File: config.mk
export PLATFORM = sky130hd
export DESIGN_NAME = wsad_presel
export DESIGN_NICKNAME = d
export VERILOG_FILES = /design/src/rtl/wsad_pkg.sv /design/src/rtl/wsad_row_sad.sv /design/src/rtl/wsad_accum.sv /design/src/rtl/wsad_ofs_tbl.sv /design/src/rtl/wsad_rank.sv /design/src/rtl/wsad_presel.sv
export SDC_FILE = /design/constraint.sdc
export NUM_CORES = 1
export LEC_CHECK = 0
export CAP_MARGIN = 20
export CORE_ASPECT_RATIO = 0.8
export CORE_MARGIN = 5
export CORE_UTILIZATION = 61
export DETAILED_ROUTE_END_ITERATION = 10
export DONT_BUFFER_PORTS = 1
export PLACE_DENSITY = 0.75
export SLEW_MARGIN = 20
export SYNTH_ARGS = -nofsm -noshare
export SYNTH_HDL_FRONTEND = slang
export SYNTH_HIERARCHICAL = 1
export SYNTH_SLANG_ARGS = --single-unit
File: constraint.sdc
create_clock -name clk -period 20.5 [get_ports clk]
set_clock_uncertainty 0.15 [all_clocks]
set_input_delay 4.1 -clock clk [delete_from_list [all_inputs] [get_ports clk]]
set_output_delay 4.1 -clock clk [all_outputs]
set_load 0.1 [all_outputs]
File: src/rtl/wsad_pkg.sv
// Shared constants and mode codes for the weighted-SAD preselector.
// Assumes codes 0..NUM_INTER-1 are inter candidates; higher codes are
// reserved for the always-forwarded candidates and for "no mode".
package wsad_pkg;
    localparam int MODE_W    = 3;
    localparam int NUM_INTER = 5;
    localparam int KEEP      = 3;

    typedef enum logic [MODE_W-1:0] {
        MD_16X16  = 3'd0,
        MD_16X8   = 3'd1,
        MD_8X16   = 3'd2,
        MD_8X8    = 3'd3,
        MD_8X8DIR = 3'd4,
        MD_SKIP   = 3'd5,
        MD_INTRA  = 3'd6,
        MD_NONE   = 3'd7
    } mode_e;
endpackage

File: src/rtl/wsad_row_sad.sv
// Row SAD: sums the absolute differences of LANES pixel pairs in one cycle.
// Purely combinational; assumes unsigned pixels packed lane 0 lowest.
module wsad_row_sad #(
    parameter int PIX_W = 8,
    parameter int LANES = 8,
    parameter int ROW_W = PIX_W + $clog2(LANES)
) (
    input  logic [LANES*PIX_W-1:0] orig,
    input  logic [LANES*PIX_W-1:0] pred,
    output logic [ROW_W-1:0]       row_sad
);
    logic [PIX_W-1:0] absd [LANES];

    genvar l;
    generate
        for (l = 0; l < LANES; l++) begin : g_lane
            logic [PIX_W-1:0] o_px, p_px;
            assign o_px = orig[l*PIX_W +: PIX_W];
            assign p_px = pred[l*PIX_W +: PIX_W];
            // absolute difference of one lane
            assign absd[l] = (o_px > p_px) ? (o_px - p_px) : (p_px - o_px);
        end
    endgenerate

    // adder tree collapsed into a loop: total of all lanes
    always_comb begin
        row_sad = '0;
        for (int i = 0; i < LANES; i++) begin
            row_sad = row_sad + ROW_W'(absd[i]);
        end
    end
endmodule

File: src/rtl/wsad_accum.sv
// Block- and macroblock-level SAD adders with row/block counters.
// Assumes the rows of one mode arrive contiguously; mb_last and mb_sad
// are combinational and describe the row being accepted this cycle.
module wsad_accum #(
    parameter int ROW_W        = 11,
    parameter int SAD_W        = 17,
    parameter int ROWS_PER_BLK = 8,
    parameter int BLKS         = 6
) (
    input  logic             clk,
    input  logic             rst_n,
    input  logic             clr,
    input  logic             acc_en,
    input  logic [ROW_W-1:0] row_sad,
    output logic             mb_last,
    output logic [SAD_W-1:0] mb_sad
);
    localparam int RC_W = $clog2(ROWS_PER_BLK + 1);
    localparam int BC_W = $clog2(BLKS + 1);

    logic [RC_W-1:0]  row_cnt;
    logic [BC_W-1:0]  blk_cnt;
    logic [SAD_W-1:0] blk_acc, mb_acc, blk_sum;
    logic             blk_end, blk_final;

    // running sums including the current row
    always_comb begin
        blk_sum   = blk_acc + SAD_W'(row_sad);
        mb_sad    = mb_acc + blk_sum;
        blk_end   = (row_cnt == RC_W'(ROWS_PER_BLK - 1));
        blk_final = (blk_cnt == BC_W'(BLKS - 1));
        mb_last   = acc_en && blk_end && blk_final;
    end

    // advance counters and fold block totals into the macroblock total
    always_ff @(posedge clk) begin
        if (!rst_n || clr) begin
            row_cnt <= '0;
            blk_cnt <= '0;
            blk_acc <= '0;
            mb_acc  <= '0;
        end else if (acc_en) begin
            if (blk_end) begin
                row_cnt <= '0;
                blk_acc <= '0;
                if (blk_final) begin
                    blk_cnt <= '0;
                    mb_acc  <= '0;
                end else begin
                    blk_cnt <= blk_cnt + 1'b1;
                    mb_acc  <= mb_sad;
                end
            end else begin
                row_cnt <= row_cnt + 1'b1;
                blk_acc <= blk_sum;
            end
        end
    end


    cnt_range_chk: assert property (@(posedge clk) disable iff (!rst_n)
        (row_cnt < RC_W'(ROWS_PER_BLK)) && (blk_cnt < BC_W'(BLKS)));


    clr_zero_chk: assert property (@(posedge clk) disable iff (!rst_n)
        clr |=> (row_cnt == '0 && blk_cnt == '0 && blk_acc == '0 && mb_acc == '0));
endmodule

File: src/rtl/wsad_ofs_tbl.sv
// Per-mode additive offset table: one register per inter mode.
// Assumes writes to addresses at or above NUM are to be ignored; the read
// port is combinational, so a same-cycle write is seen only afterwards.
module wsad_ofs_tbl #(
    parameter int NUM   = 5,
    parameter int AW    = 3,
    parameter int OFS_W = 12
) (
    input  logic             clk,
    input  logic             rst_n,
    input  logic             wr,
    input  logic [AW-1:0]    wr_addr,
    input  logic [OFS_W-1:0] wr_data,
    input  logic [AW-1:0]    rd_addr,
    output logic [OFS_W-1:0] rd_data
);
    logic [OFS_W-1:0] tbl [NUM];

    genvar e;
    generate
        for (e = 0; e < NUM; e++) begin : g_ent
            // load one entry on a matching write
            always_ff @(posedge clk) begin
                if (!rst_n) begin
                    tbl[e] <= '0;
                end else if (wr && wr_addr == AW'(e)) begin
                    tbl[e] <= wr_data;
                end
            end
        end
    endgenerate

    // read the entry of the requested mode, zero for reserved codes
    always_comb begin
        rd_data = '0;
        for (int i = 0; i < NUM; i++) begin
            if (rd_addr == AW'(i)) rd_data = tbl[i];
        end
    end


    ofs_wr_chk: assert property (@(posedge clk) disable iff (!rst_n)
        (wr && wr_addr < AW'(NUM)) |=> (tbl[$past(wr_addr)] == $past(wr_data)));
endmodule

File: src/rtl/wsad_rank.sv
// Running sorted top-K list of (cost, mode) entries.
// An entry ranks ahead on lower cost, then on lower mode code. Assumes each
// mode is inserted at most once between clears.
module wsad_rank #(
    parameter int K      = 3,
    parameter int COST_W = 20,
    parameter int MODE_W = 3
) (
    input  logic                clk,
    input  logic                rst_n,
    input  logic                clr,
    input  logic                ins_vld,
    input  logic [MODE_W-1:0]   ins_mode,
    input  logic [COST_W-1:0]   ins_cost,
    output logic [K*MODE_W-1:0] slot_mode,
    output logic [K*COST_W-1:0] slot_cost
);
    logic [K-1:0]      vld_q;
    logic [K-1:0]      beats;
    logic [MODE_W-1:0] mode_q [K];
    logic [COST_W-1:0] cost_q [K];

    genvar i;
    generate
        for (i = 0; i < K; i++) begin : g_slot
            // does the new entry rank ahead of this slot
            assign beats[i] = !vld_q[i] || (ins_cost < cost_q[i]) ||
                              (ins_cost == cost_q[i] && ins_mode < mode_q[i]);
            assign slot_mode[i*MODE_W +: MODE_W] = mode_q[i];
            assign slot_cost[i*COST_W +: COST_W] = cost_q[i];

            if (i == 0) begin : g_head
                // head slot takes the new entry whenever it wins
                always_ff @(posedge clk) begin
                    if (!rst_n || clr) begin
                        vld_q[i] <= 1'b0; mode_q[i] <= '0; cost_q[i] <= '0;
                    end else if (ins_vld && beats[i]) begin
                        vld_q[i] <= 1'b1; mode_q[i] <= ins_mode; cost_q[i] <= ins_cost;
                    end
                end
            end else begin : g_tail
                // later slots either shift down or take the new entry
                always_ff @(posedge clk) begin
                    if (!rst_n || clr) begin
                        vld_q[i] <= 1'b0; mode_q[i] <= '0; cost_q[i] <= '0;
                    end else if (ins_vld && beats[i]) begin
                        if (beats[i-1]) begin
                            vld_q[i]  <= vld_q[i-1];
                            mode_q[i] <= mode_q[i-1];
                            cost_q[i] <= cost_q[i-1];
                        end else begin
                            vld_q[i]  <= 1'b1;
                            mode_q[i] <= ins_mode;
                            cost_q[i] <= ins_cost;
                        end
                    end
                end


                slot_prefix_chk: assert property (@(posedge clk) disable iff (!rst_n)
                    vld_q[i] |-> vld_q[i-1]);


                slot_order_chk: assert property (@(posedge clk) disable iff (!rst_n)
                    vld_q[i] |-> ((cost_q[i-1] < cost_q[i]) ||
                                  (cost_q[i-1] == cost_q[i] && mode_q[i-1] < mode_q[i])));
            end
        end
    endgenerate
endmodule

File: src/rtl/wsad_presel.sv
// Weighted-SAD inter mode preselector (top).
// Scores each inter mode as SAD + lambda*header bits + offset, keeps the
// KEEP cheapest, and always appends the skip/direct and intra codes.
// Assumes the 48 rows of a mode arrive contiguously, each mode once per start.
module wsad_presel
    import wsad_pkg::*;
#(
    parameter int PIX_W        = 8,
    parameter int LANES        = 8,
    parameter int ROWS_PER_BLK = 8,
    parameter int BLKS         = 6,
    parameter int LAM_W        = 8,
    parameter int HDR_W        = 8,
    parameter int OFS_W        = 12,
    parameter int COST_W       = 20
) (
    input  logic                       clk,
    input  logic                       rst_n,
    input  logic                       start,
    input  logic                       row_vld,
    input  logic [MODE_W-1:0]          row_mode,
    input  logic [LANES*PIX_W-1:0]     orig_row,
    input  logic [LANES*PIX_W-1:0]     pred_row,
    input  logic [HDR_W-1:0]           hdr_bits,
    input  logic [LAM_W-1:0]           lambda,
    input  logic                       ofs_wr,
    input  logic [MODE_W-1:0]          ofs_addr,
    input  logic [OFS_W-1:0]           ofs_wdata,
    output logic                       done,
    output logic [(KEEP+2)*MODE_W-1:0] cand_list,
    output logic [KEEP*COST_W-1:0]     cand_cost
);
    localparam int ROW_W  = PIX_W + $clog2(LANES);
    localparam int SAD_W  = $clog2(ROWS_PER_BLK * BLKS * LANES * ((1 << PIX_W) - 1) + 1);
    localparam int PROD_W = LAM_W + HDR_W;
    localparam int MX1    = (SAD_W > PROD_W) ? SAD_W : PROD_W;
    localparam int MX2    = (MX1 > OFS_W) ? MX1 : OFS_W;
    localparam int WIDE_W = (MX2 + 2 > COST_W + 1) ? MX2 + 2 : COST_W + 1;
    localparam logic [WIDE_W-1:0] COST_MAX = WIDE_W'((64'd1 << COST_W) - 1);
    localparam logic [NUM_INTER-1:0] ALL_MODES = '1;

    logic                 accept, mb_last;
    logic [ROW_W-1:0]     row_sad;
    logic [SAD_W-1:0]     mb_sad;
    logic [OFS_W-1:0]     ofs_rd;
    logic [PROD_W-1:0]    hdr_term;
    logic [WIDE_W-1:0]    cost_wide;
    logic [COST_W-1:0]    cost;
    logic [NUM_INTER-1:0] mask_q, mask_nxt;
    logic                 done_q;
    logic [KEEP*MODE_W-1:0] rank_modes;

    // a row counts only outside start and for an inter mode code
    assign accept = row_vld && !start && (row_mode < MODE_W'(NUM_INTER));

    wsad_row_sad #(.PIX_W(PIX_W), .LANES(LANES), .ROW_W(ROW_W)) u_row (
        .orig(orig_row), .pred(pred_row), .row_sad(row_sad));

    wsad_accum #(.ROW_W(ROW_W), .SAD_W(SAD_W), .ROWS_PER_BLK(ROWS_PER_BLK),
                 .BLKS(BLKS)) u_acc (
        .clk(clk), .rst_n(rst_n), .clr(start), .acc_en(accept),
        .row_sad(row_sad), .mb_last(mb_last), .mb_sad(mb_sad));

    wsad_ofs_tbl #(.NUM(NUM_INTER), .AW(MODE_W), .OFS_W(OFS_W)) u_ofs (
        .clk(clk), .rst_n(rst_n), .wr(ofs_wr), .wr_addr(ofs_addr),
        .wr_data(ofs_wdata), .rd_addr(row_mode), .rd_data(ofs_rd));

    // weighted cost of the mode whose last row is being accepted, saturated
    always_comb begin
        hdr_term  = PROD_W'(lambda) * PROD_W'(hdr_bits);
        cost_wide = WIDE_W'(mb_sad) + WIDE_W'(hdr_term) + WIDE_W'(ofs_rd);
        cost      = (cost_wide > COST_MAX) ? {COST_W{1'b1}} : cost_wide[COST_W-1:0];
        mask_nxt  = mask_q | (NUM_INTER'(1) << row_mode);
    end

    wsad_rank #(.K(KEEP), .COST_W(COST_W), .MODE_W(MODE_W)) u_rank (
        .clk(clk), .rst_n(rst_n), .clr(start), .ins_vld(mb_last),
        .ins_mode(row_mode), .ins_cost(cost),
        .slot_mode(rank_modes), .slot_cost(cand_cost));

    // record scored modes and raise done once the set becomes complete
    always_ff @(posedge clk) begin
        if (!rst_n || start) begin
            mask_q <= '0;
            done_q <= 1'b0;
        end else if (mb_last) begin
            mask_q <= mask_nxt;
            done_q <= (mask_nxt == ALL_MODES) && (mask_q != ALL_MODES);
        end else begin
            done_q <= 1'b0;
        end
    end

    assign done      = done_q;
    assign cand_list = {MD_INTRA, MD_SKIP, rank_modes};


    done_pulse_chk: assert property (@(posedge clk) disable iff (!rst_n)
        done |=> !done);


    done_src_chk: assert property (@(posedge clk) disable iff (!rst_n)
        done |-> $past(row_vld && !start));


    start_clr_chk: assert property (@(posedge clk) disable iff (!rst_n)
        start |=> (!done && cand_cost == '0));
endmodule

Word level (Yosys, flattened, before mapping)
Memory sizes are Yosys's and may differ from the RTL's. Cells that the tools add are included.

Logic and storage cells: 195. Latch bits: 0. Bits in registers: 50. Memory bits (writable): 129. Memory bits (read-only): 0. Memories kept: 3. Output and inout bits: 76. Input bits: 167.

Memories: u_ofs.tbl (depth 5, width 12, read ports 5, clocked after Yosys merged registers in 0, wr ports 5, RTL line wsad_ofs_tbl.sv:17) `logic [OFS_W-1:0] tbl [NUM];`; u_rank.cost_q (depth 3, width 20, read ports 3, clocked after Yosys merged registers in 0, wr ports 3, RTL line wsad_rank.sv:21) `logic [COST_W-1:0] cost_q [K];`; u_rank.mode_q (depth 3, width 3, read ports 3, clocked after Yosys merged registers in 0, wr ports 3, RTL line wsad_rank.sv:20) `logic [MODE_W-1:0] mode_q [K];`.

Reductions and logical operators: 32. Div/mod/pow operators: 0. Mux-type cells: 72. Bitwise logic cells: 17. Magnitude comparators: 16. Shifts and indexed selects: 1. Multipliers: 1. Add/sub/neg operators: 29. Equality and inequality tests: 15.

Operators by type and width (count): subtractor 8 bit (16); 2-to-1 mux 12 bit (10); 2-to-1 mux 20 bit (6); adder 11 x 8 -> 11 bit (6); > comparator 8 bit (8); 2-to-1 mux 8 bit (8); == test 20 bit (3); < comparator 20 bit (3); 2-to-1 mux 1 bit (39); 2-to-1 mux 17 bit (2); > comparator 19 x 20 -> 1 bit (second input constant) (1); adder 18 x 12 -> 19 bit (1); adder 17 x 16 -> 18 bit (1); 2-to-1 mux 3 bit (6); adder 17 x 11 -> 17 bit (1); adder 17 bit (1); logical AND 1 bit (16); multiplier 8 x 8 -> 16 bit (1); bitwise OR 1 bit (15); == test 3 x 2 -> 1 bit (second input constant) (4); adder 8 x 8 -> 9 bit (1); == test 3 bit (second input constant) (3); < comparator 3 bit (3); logical OR 1 bit (7); 15 further kinds (21).

Depth between registers and ports, before layout
Gate-level depths: netlist (run 1).

Depth in word-level cells: 24. Depth in mapped cells: 58. Mapped depth without buffers: 55.

By module
Netlist (run 1), hierarchy kept.

By module, submodules not included: wsad_row_sad (area an instance 6890.4 um^2, sequential area each 0.0 um^2, cells each 886, instances 1); wsad_rank (area an instance 5073.6 um^2, sequential area each 2132.0 um^2, cells each 521, instances 1); wsad_presel (area an instance 3525.9 um^2, sequential area each 120.1 um^2, cells each 411, instances 1); wsad_accum (area an instance 2832.7 um^2, sequential area each 820.8 um^2, cells each 335, instances 1); wsad_ofs_tbl (area an instance 2797.7 um^2, sequential area each 1801.7 um^2, cells each 200, instances 1).

Worst setup path before layout (run 1)
No wires, ideal clock.

Path type: input-to-reg. Start: input orig_row[48]. End: memory u_rank.cost_q[2][0] (enable). Data required time: 19.915 ns. Setup slack: 2.365 ns. Library setup time: 0.435 ns. Arrival time: 17.550 ns. Path buffers: 1. Stages: 51. Cells stage by stage: inv_1 -> ha_1 -> inv_1 -> fa_1 -> a211oi_1 -> nor2_1 -> a41o_1 -> clkbuf_1 -> a211o_1 -> nand4_1 -> fa_1 -> fa_1 -> fa_1 -> inv_1 -> fa_1 -> inv_1 -> ha_1 -> fa_1 -> [15 not listed] -> fa_1 -> fa_1 -> inv_1 -> fa_1 -> inv_1 -> ha_1 -> o21ai_1 -> nand2b_1 -> nor4b_2 -> a21o_1 -> a211oi_1 -> ha_1 -> nand4_1 -> and4bb_2 -> a21boi_1 -> nor2_1 -> a31oi_1 -> o21ai_0.

RTL lines: from (decl) (RTL line wsad_presel.sv:22) `input logic [LANES*PIX_W-1:0] orig_row,`; to (decl) (RTL line wsad_rank.sv:21).

==> flow_metrics.env, run 1 <==
export IMPL_status="completed"
export IMPL_htreeDepth=4
export IMPL_cp_start_kind="primary input"
export IMPL_timing_critical_path_slowest_cell_delay_ns=0.83
export IMPL_syn_avg_cell_area_um2=8.98
export IMPL_ys_seq_elements=179
export IMPL_synthTopCellsByArea="edfxtp_1 18%, ha_1 16%, fa_1 12%"
export IMPL_slew_headroom=0.283
export IMPL_cts_root_buf="clkbuf_16"
export IMPL_drt_iter0_drc=1678
export IMPL_cp_slowest_cell="o21bai_2"
export IMPL_syn_to_final_growth_pct=4.39
export IMPL_fin_crit_sh=0.912
export IMPL_rows=61
export IMPL_drc_errors=0
export IMPL_ctsHoldBuffers=0
export IMPL_n_antenna_cell=0
export IMPL_die_area_um2=38500
export IMPL_ctsResizeCount=0
export IMPL_fmax_mhz=53.5
export IMPL_finalHoldViolations=0
export IMPL_rsz0062_at_grt="false"
export IMPL_hpwlAfterDp_um=45000
export IMPL_die_w_um=218
export IMPL_synth_edf_count=129
export IMPL_synth_seq_area_share=0.231
export IMPL_cts_path_max_buffers=2
export IMPL_worstPathArrival_ns=18.72
export IMPL_netlist_instances=2353
export IMPL_path_max_fanout=24
export IMPL_syn_area_um2=21100
export IMPL_core_um2=34500
export IMPL_clock_latency_ns=0.47
export IMPL_crit_top_cell="fa_1"
export IMPL_io_pins=243
export IMPL_cts_setup_buffers=0
export IMPL_required_ns=20.52
export IMPL_port_buffers=0
export IMPL_reg2reg_slack_ns=9.85
export IMPL_multi_input_area_um2=14500
export IMPL_grtUsageTotal=0.285
export IMPL_wirelength_um=55600
export IMPL_crit_type="primary input to flip-flop"
export IMPL_clock_sinks=179
export IMPL_fin_setup_tns_ns=0
export IMPL_vias=17100
export IMPL_yosys_warnings=6
export IMPL_cts_buffers=17
export IMPL_antenna_found_initial=1
export IMPL_drtAntennaViolNets=0
export IMPL_max_slew_worst_pin_slew_ns=1.08
export IMPL_cap_violations=0
export IMPL_min_path_type="flip-flop to flip-flop"
export IMPL_cp_end_kind="flip-flop"
export IMPL_synthFlopType="edfxtp_1"
export IMPL_via_per_inst=6.13
export IMPL_period_needed_ns=18.69
export IMPL_chipHeight_um=176
export IMPL_post_drt_wl_per_cell_um=19.9
export IMPL_cts_tree="done"
export IMPL_globalRouteOverflowTotal=0
export IMPL_grt_max_degree=47
export IMPL_drv_slew=0
export IMPL_grt_pass1_vias=16700
export IMPL_layout_drive_gt1_share=0.0508
export IMPL_fin_nets=2880
export IMPL_synthArstFlopShare=0
export IMPL_start_util=0.612
export IMPL_synth_top_area_frac=0.183
export IMPL_final_setup_viol_count=0
export IMPL_synth_cell_type_count=98
export IMPL_n_fill_cell=2968
export IMPL_clkTransAtPathRegs_ns=0.07
export IMPL_grt_first_pass_wirelength_um=88100
export IMPL_gp_congestion=0.961
export IMPL_yosys_area_top_type="edfxtp_1"
export IMPL_first_pass_iters=8
export IMPL_seq_area_um2=4870
## worst max-delay path: cells and delay by family
| family | cells | cell delay (ns) |
|---|---|---|
| and+or+nand+nor | 7 | 1.23 |
| adders and majority gates | 16 | 7.03 |
| AOI/OAI and AO/OA | 16 | 4.99 |
| buffers and inverters | 9 | 0.83 |
| xor gates and xnor gates | 3 | 0.46 |
## worst paths after layout
check / startpoint / to / cells past startpoint
setup reg to reg: u_acc/blk_acc[0] / u_rank/cost_q[1][7] / 34
setup / recovery: orig_row[48] / u_rank/cost_q[1][7] / 51
hold reg to reg: u_acc/mb_acc[11] / u_acc/mb_acc[11] / 1
hold / removal: u_acc/mb_acc[11] / u_acc/mb_acc[11] / 1
## layout by cell type (no fill, tap or decap), types with 50 or more instances in the layout
| master | instances |
|---|---|
| nand3_1 | 55 |
| a21oi_1 | 196 |
| nand2_1 | 113 |
| and2_1 | 132 |
| o21ai_0 | 117 |
| dfxtp_1 | 50 |
| ha_1 | 276 |
| inv_1 | 362 |
| nor2_1 | 92 |
| mux2i_1 | 57 |
| fa_1 | 125 |
| edfxtp_1 | 129 |
## layout make-up
type,instances,area share
Timing Repair Buffer,22,0.00749
Clock buffer,17,0.0193
Tap cell,472,0.0268
Clock inverter,15,0.00704
Multi-Input combinational cell,1729,0.656
Sequential cell,179,0.221
Inverter,363,0.0618
## registers in the layout, summed over array words and instances, names as in the netlist
register and count:
done 1, mask_q 5, u_acc/blk_acc 17, u_acc/blk_cnt 3, u_acc/mb_acc 17, u_acc/row_cnt 4, u_ofs/tbl 60, u_rank/cost_q 60
u_rank/mode_q 9, u_rank/vld_q 3
## stage by stage
step                      setup WS (ns)   util  hold slack (ns)  cells  instance area [µm²]
after detailed placement           1.50  0.622            0.322   2765                21500
after global placement             1.92  0.622            0.314   2765                21400
after floorplan                    2.37      -            0.301   2363                21200
after global routing              0.675  0.639            0.360   2797                22000
after CTS                          1.95  0.639            0.339   2797                22000
final                              1.81  0.639            0.335   2797                22000
## Yosys cell counts (all sizes together), types with 38 or more instances
master and n:
o21ai 135, buf 47, mux2i 57, nand3 56, clkbuf 45, nand2 113, xor2 41, inv 363
nor2 92, fa 125, a21o 38, xnor2 50, edfxtp 129, and2 134, a21oi 202, dfxtp 50
ha 276
## per-layer routing
layer / track usage / up-vias / wire length, µm
met3: 0.0885 / 84 / 6170
met1: 0.416 / 8217 / 25000
met5: 0 / - / 0
met4: 0.0636 / 0 / 977
met2: 0.417 / 800 / 23500
li1: - / 8034 / -
## logic make-up (layout without fill, tap and decap cells)
kind of cell | after synthesis | after routing | synth area share
AO/OA/AOI/OAI | 571 | 571 | 0.174
flip-flops | 179 | 179 | 0.231
adder cells (fa/ha/maj) | 401 | 401 | 0.282
XOR/XNOR | 91 | 91 | 0.0381
other | 2 | 12 | 0.000356
AND/OR/NAND/NOR | 581 | 581 | 0.150
buffers and inverters | 455 | 417 | 0.0878
multiplexers | 73 | 73 | 0.0366
Power of run 1 is not shown: default switching activity piles up to over one toggle a cycle in this logic, so the estimate is an artifact.
==> run 2: changes to the inputs <==
--- a/config.mk
+++ b/config.mk
@@ -8,11 +8,11 @@
 export CAP_MARGIN = 20
 export CORE_ASPECT_RATIO = 0.8
 export CORE_MARGIN = 5
-export CORE_UTILIZATION = 61
+export CORE_UTILIZATION = 50
+export CTS_CLUSTER_SIZE = 14
 export DETAILED_ROUTE_END_ITERATION = 10
 export DONT_BUFFER_PORTS = 1
-export PLACE_DENSITY = 0.75
-export SLEW_MARGIN = 20
+export PLACE_DENSITY = 0.63
 export SYNTH_ARGS = -nofsm -noshare
 export SYNTH_HDL_FRONTEND = slang
 export SYNTH_HIERARCHICAL = 1
==> run 2 against run 1 <==
Compared with the run above: register-to-register slack worse by 0.06 ns; sequential share of layout area is 0.086 points lower; wire length hardly changed; count of clock-buffer cells in the layout is 2 higher; cell count is 2.8% higher; utilization is 11 points lower; global-route usage is 4.9 points lower; fmax is 0.24% lower; sequential cell count stayed put; cell area is 0.39% higher; die area is 21% higher; critical endpoint is now u_rank/cost_q[1][17].
==> flow_metrics.env, run 2 (same netlist as run 1, synthesis figures left out) <==
export IMPL_crit_type="primary input to flip-flop"
export IMPL_r2r_end="u_rank/cost_q[1][17]"
export IMPL_finalHoldViolations=0
export IMPL_syn_to_final_growth_pct=4.80
export IMPL_ctsResizeCount=0
export IMPL_grtUsageTotal=0.235
export IMPL_timing_critical_path_slowest_cell_delay_ns=0.83
export IMPL_drv_slew=0
export IMPL_grt_max_degree=46
export IMPL_chipHeight_um=194
export IMPL_top_regs="u_ofs/tbl (60), u_rank/cost_q (60)"
export IMPL_final_cells=2875
export IMPL_cp_end_kind="flip-flop"
export IMPL_fin_nets=2876
export IMPL_drt_iter0_drc=1332
export IMPL_io_pins=243
export IMPL_die_w_um=240
export IMPL_core_um2=41800
export IMPL_cts_path_max_buffers=2
export IMPL_dp_cells=2840
export IMPL_globalRouteOverflowTotal=0
export IMPL_max_slew_worst_pin_slew_ns=1.05
export IMPL_min_path_type="flip-flop to flip-flop"
export IMPL_globalRouteMet2Util=0.343
export IMPL_cap_violations=0
export IMPL_cp_start_kind="primary input"
export IMPL_grt_pass1_vias=16400
export IMPL_r2r_cells=34
export IMPL_clock_latency_ns=0.46
export IMPL_grtUsageMet1=0.358
export IMPL_worstPathArrival_ns=18.75
export IMPL_layout_commonest_cell="inv_1"
export IMPL_required_ns=20.51
export IMPL_cts_buffers=17
export IMPL_start_util=0.505
export IMPL_grt_first_pass_wirelength_um=89000
export IMPL_hold_path_endpoint="u_acc/blk_acc[16]"
export IMPL_ctsHoldBuffers=0
export IMPL_grt_use_met3=0.0579
export IMPL_fin_crit_sh=0.914
export IMPL_layout_drive_gt1_share=0.0474
export IMPL_first_pass_iters=6
export IMPL_timing_rr_start="u_acc/blk_acc[0]"
export IMPL_reg2reg_slack_ns=9.79
export IMPL_drc_errors=0
export IMPL_cts_root_buf="clkbuf_16"
export IMPL_rsz0062_at_grt="false"
export IMPL_antenna_found_initial=1
export IMPL_rows=67
export IMPL_clock_sinks=179
export IMPL_via_per_inst=5.84
export IMPL_hpwlAfterDp_um=45900
export IMPL_gp_congestion=0.905
export IMPL_cts_setup_buffers=0
export IMPL_top_usage_layer="met1"
export IMPL_htreeDepth=4
export IMPL_holdPathStages=2
export IMPL_fmax_mhz=53.4
export IMPL_drtAntennaViolNets=0
export IMPL_port_buffers=0
export IMPL_cp_slowest_cell="o21bai_2"
export IMPL_path_max_fanout=24
export IMPL_hp_start="u_acc/blk_acc[16]"
export IMPL_wirelength_um=55600
export IMPL_status="completed"
export IMPL_final_setup_viol_count=0
export IMPL_vias=16800
export IMPL_slew_headroom=0.302
export IMPL_post_drt_wl_per_cell_um=19.3
export IMPL_period_needed_ns=18.74
export IMPL_clkTransAtPathRegs_ns=0.07
export IMPL_fin_setup_tns_ns=0
export IMPL_cts_tree="done"
export IMPL_fin_area_um2=22100
export IMPL_crit_top_cell="fa_1"
export IMPL_final_cell_mix="362 x inv_1, 276 x ha_1, 197 x a21oi_1"
export IMPL_place_area_um2=21500
export IMPL_die_area_um2=46500
## run 2: per-layer routing
layer	part of all wire	wire length [µm]	up-vias
li1	-	-	8031
met2	0.42	23500	641
met4	0.014	802	0
met3	0.091	5070	51
met5	0	0	-
met1	0.47	26200	8074
## run 2: cell type report
type,count,area (µm²)
diodes,2,5.00
fillers,3868,19700
clock inverters,13,173
multi-input cells,1729,14400
clock buffers,19,433
well taps,552,691
flip-flops and latches,179,4870
inverters,363,1360
repair buffers,18,146
## run 2: worst max-delay path by stage
stage / start / endpoint / slack [ns] / cells past startpoint
global placement: orig_row[48] / u_rank/cost_q[1][7] / 1.77 / 51
detailed placement: orig_row[24] / u_rank/cost_q[1][17] / 1.43 / 51
floorplan: orig_row[48] / u_rank/cost_q[2][0] / 2.37 / 51
CTS: orig_row[40] / u_rank/cost_q[1][17] / 1.87 / 50
finish: orig_row[24] / u_rank/cost_q[1][17] / 1.76 / 51
global route: orig_row[48] / u_rank/cost_q[1][14] / 0.73 / 51
## run 2: worst max-delay path: cells and delay by family
kind                     cells  cell delay, ns
AND/OR/NAND/NOR              5            0.73
XOR/XNOR                     5            1.42
buffers and inverters       10            0.90
adder cells (fa/ha/maj)     17            7.17
AO/OA/AOI/OAI               13            4.12
multiplexers                 1            0.28
## run 2: metrics by stage
stage                     worst slack (ns)  hold slack (ns)  utilization
after floorplan                       2.37            0.301            -
after global placement                1.77            0.316        0.514
after detailed placement              1.43            0.320        0.514
after CTS                             1.87            0.333        0.529
after global routing                 0.726            0.361        0.529
final                                 1.76            0.337        0.529
Power of run 2 is left out for the same reason.
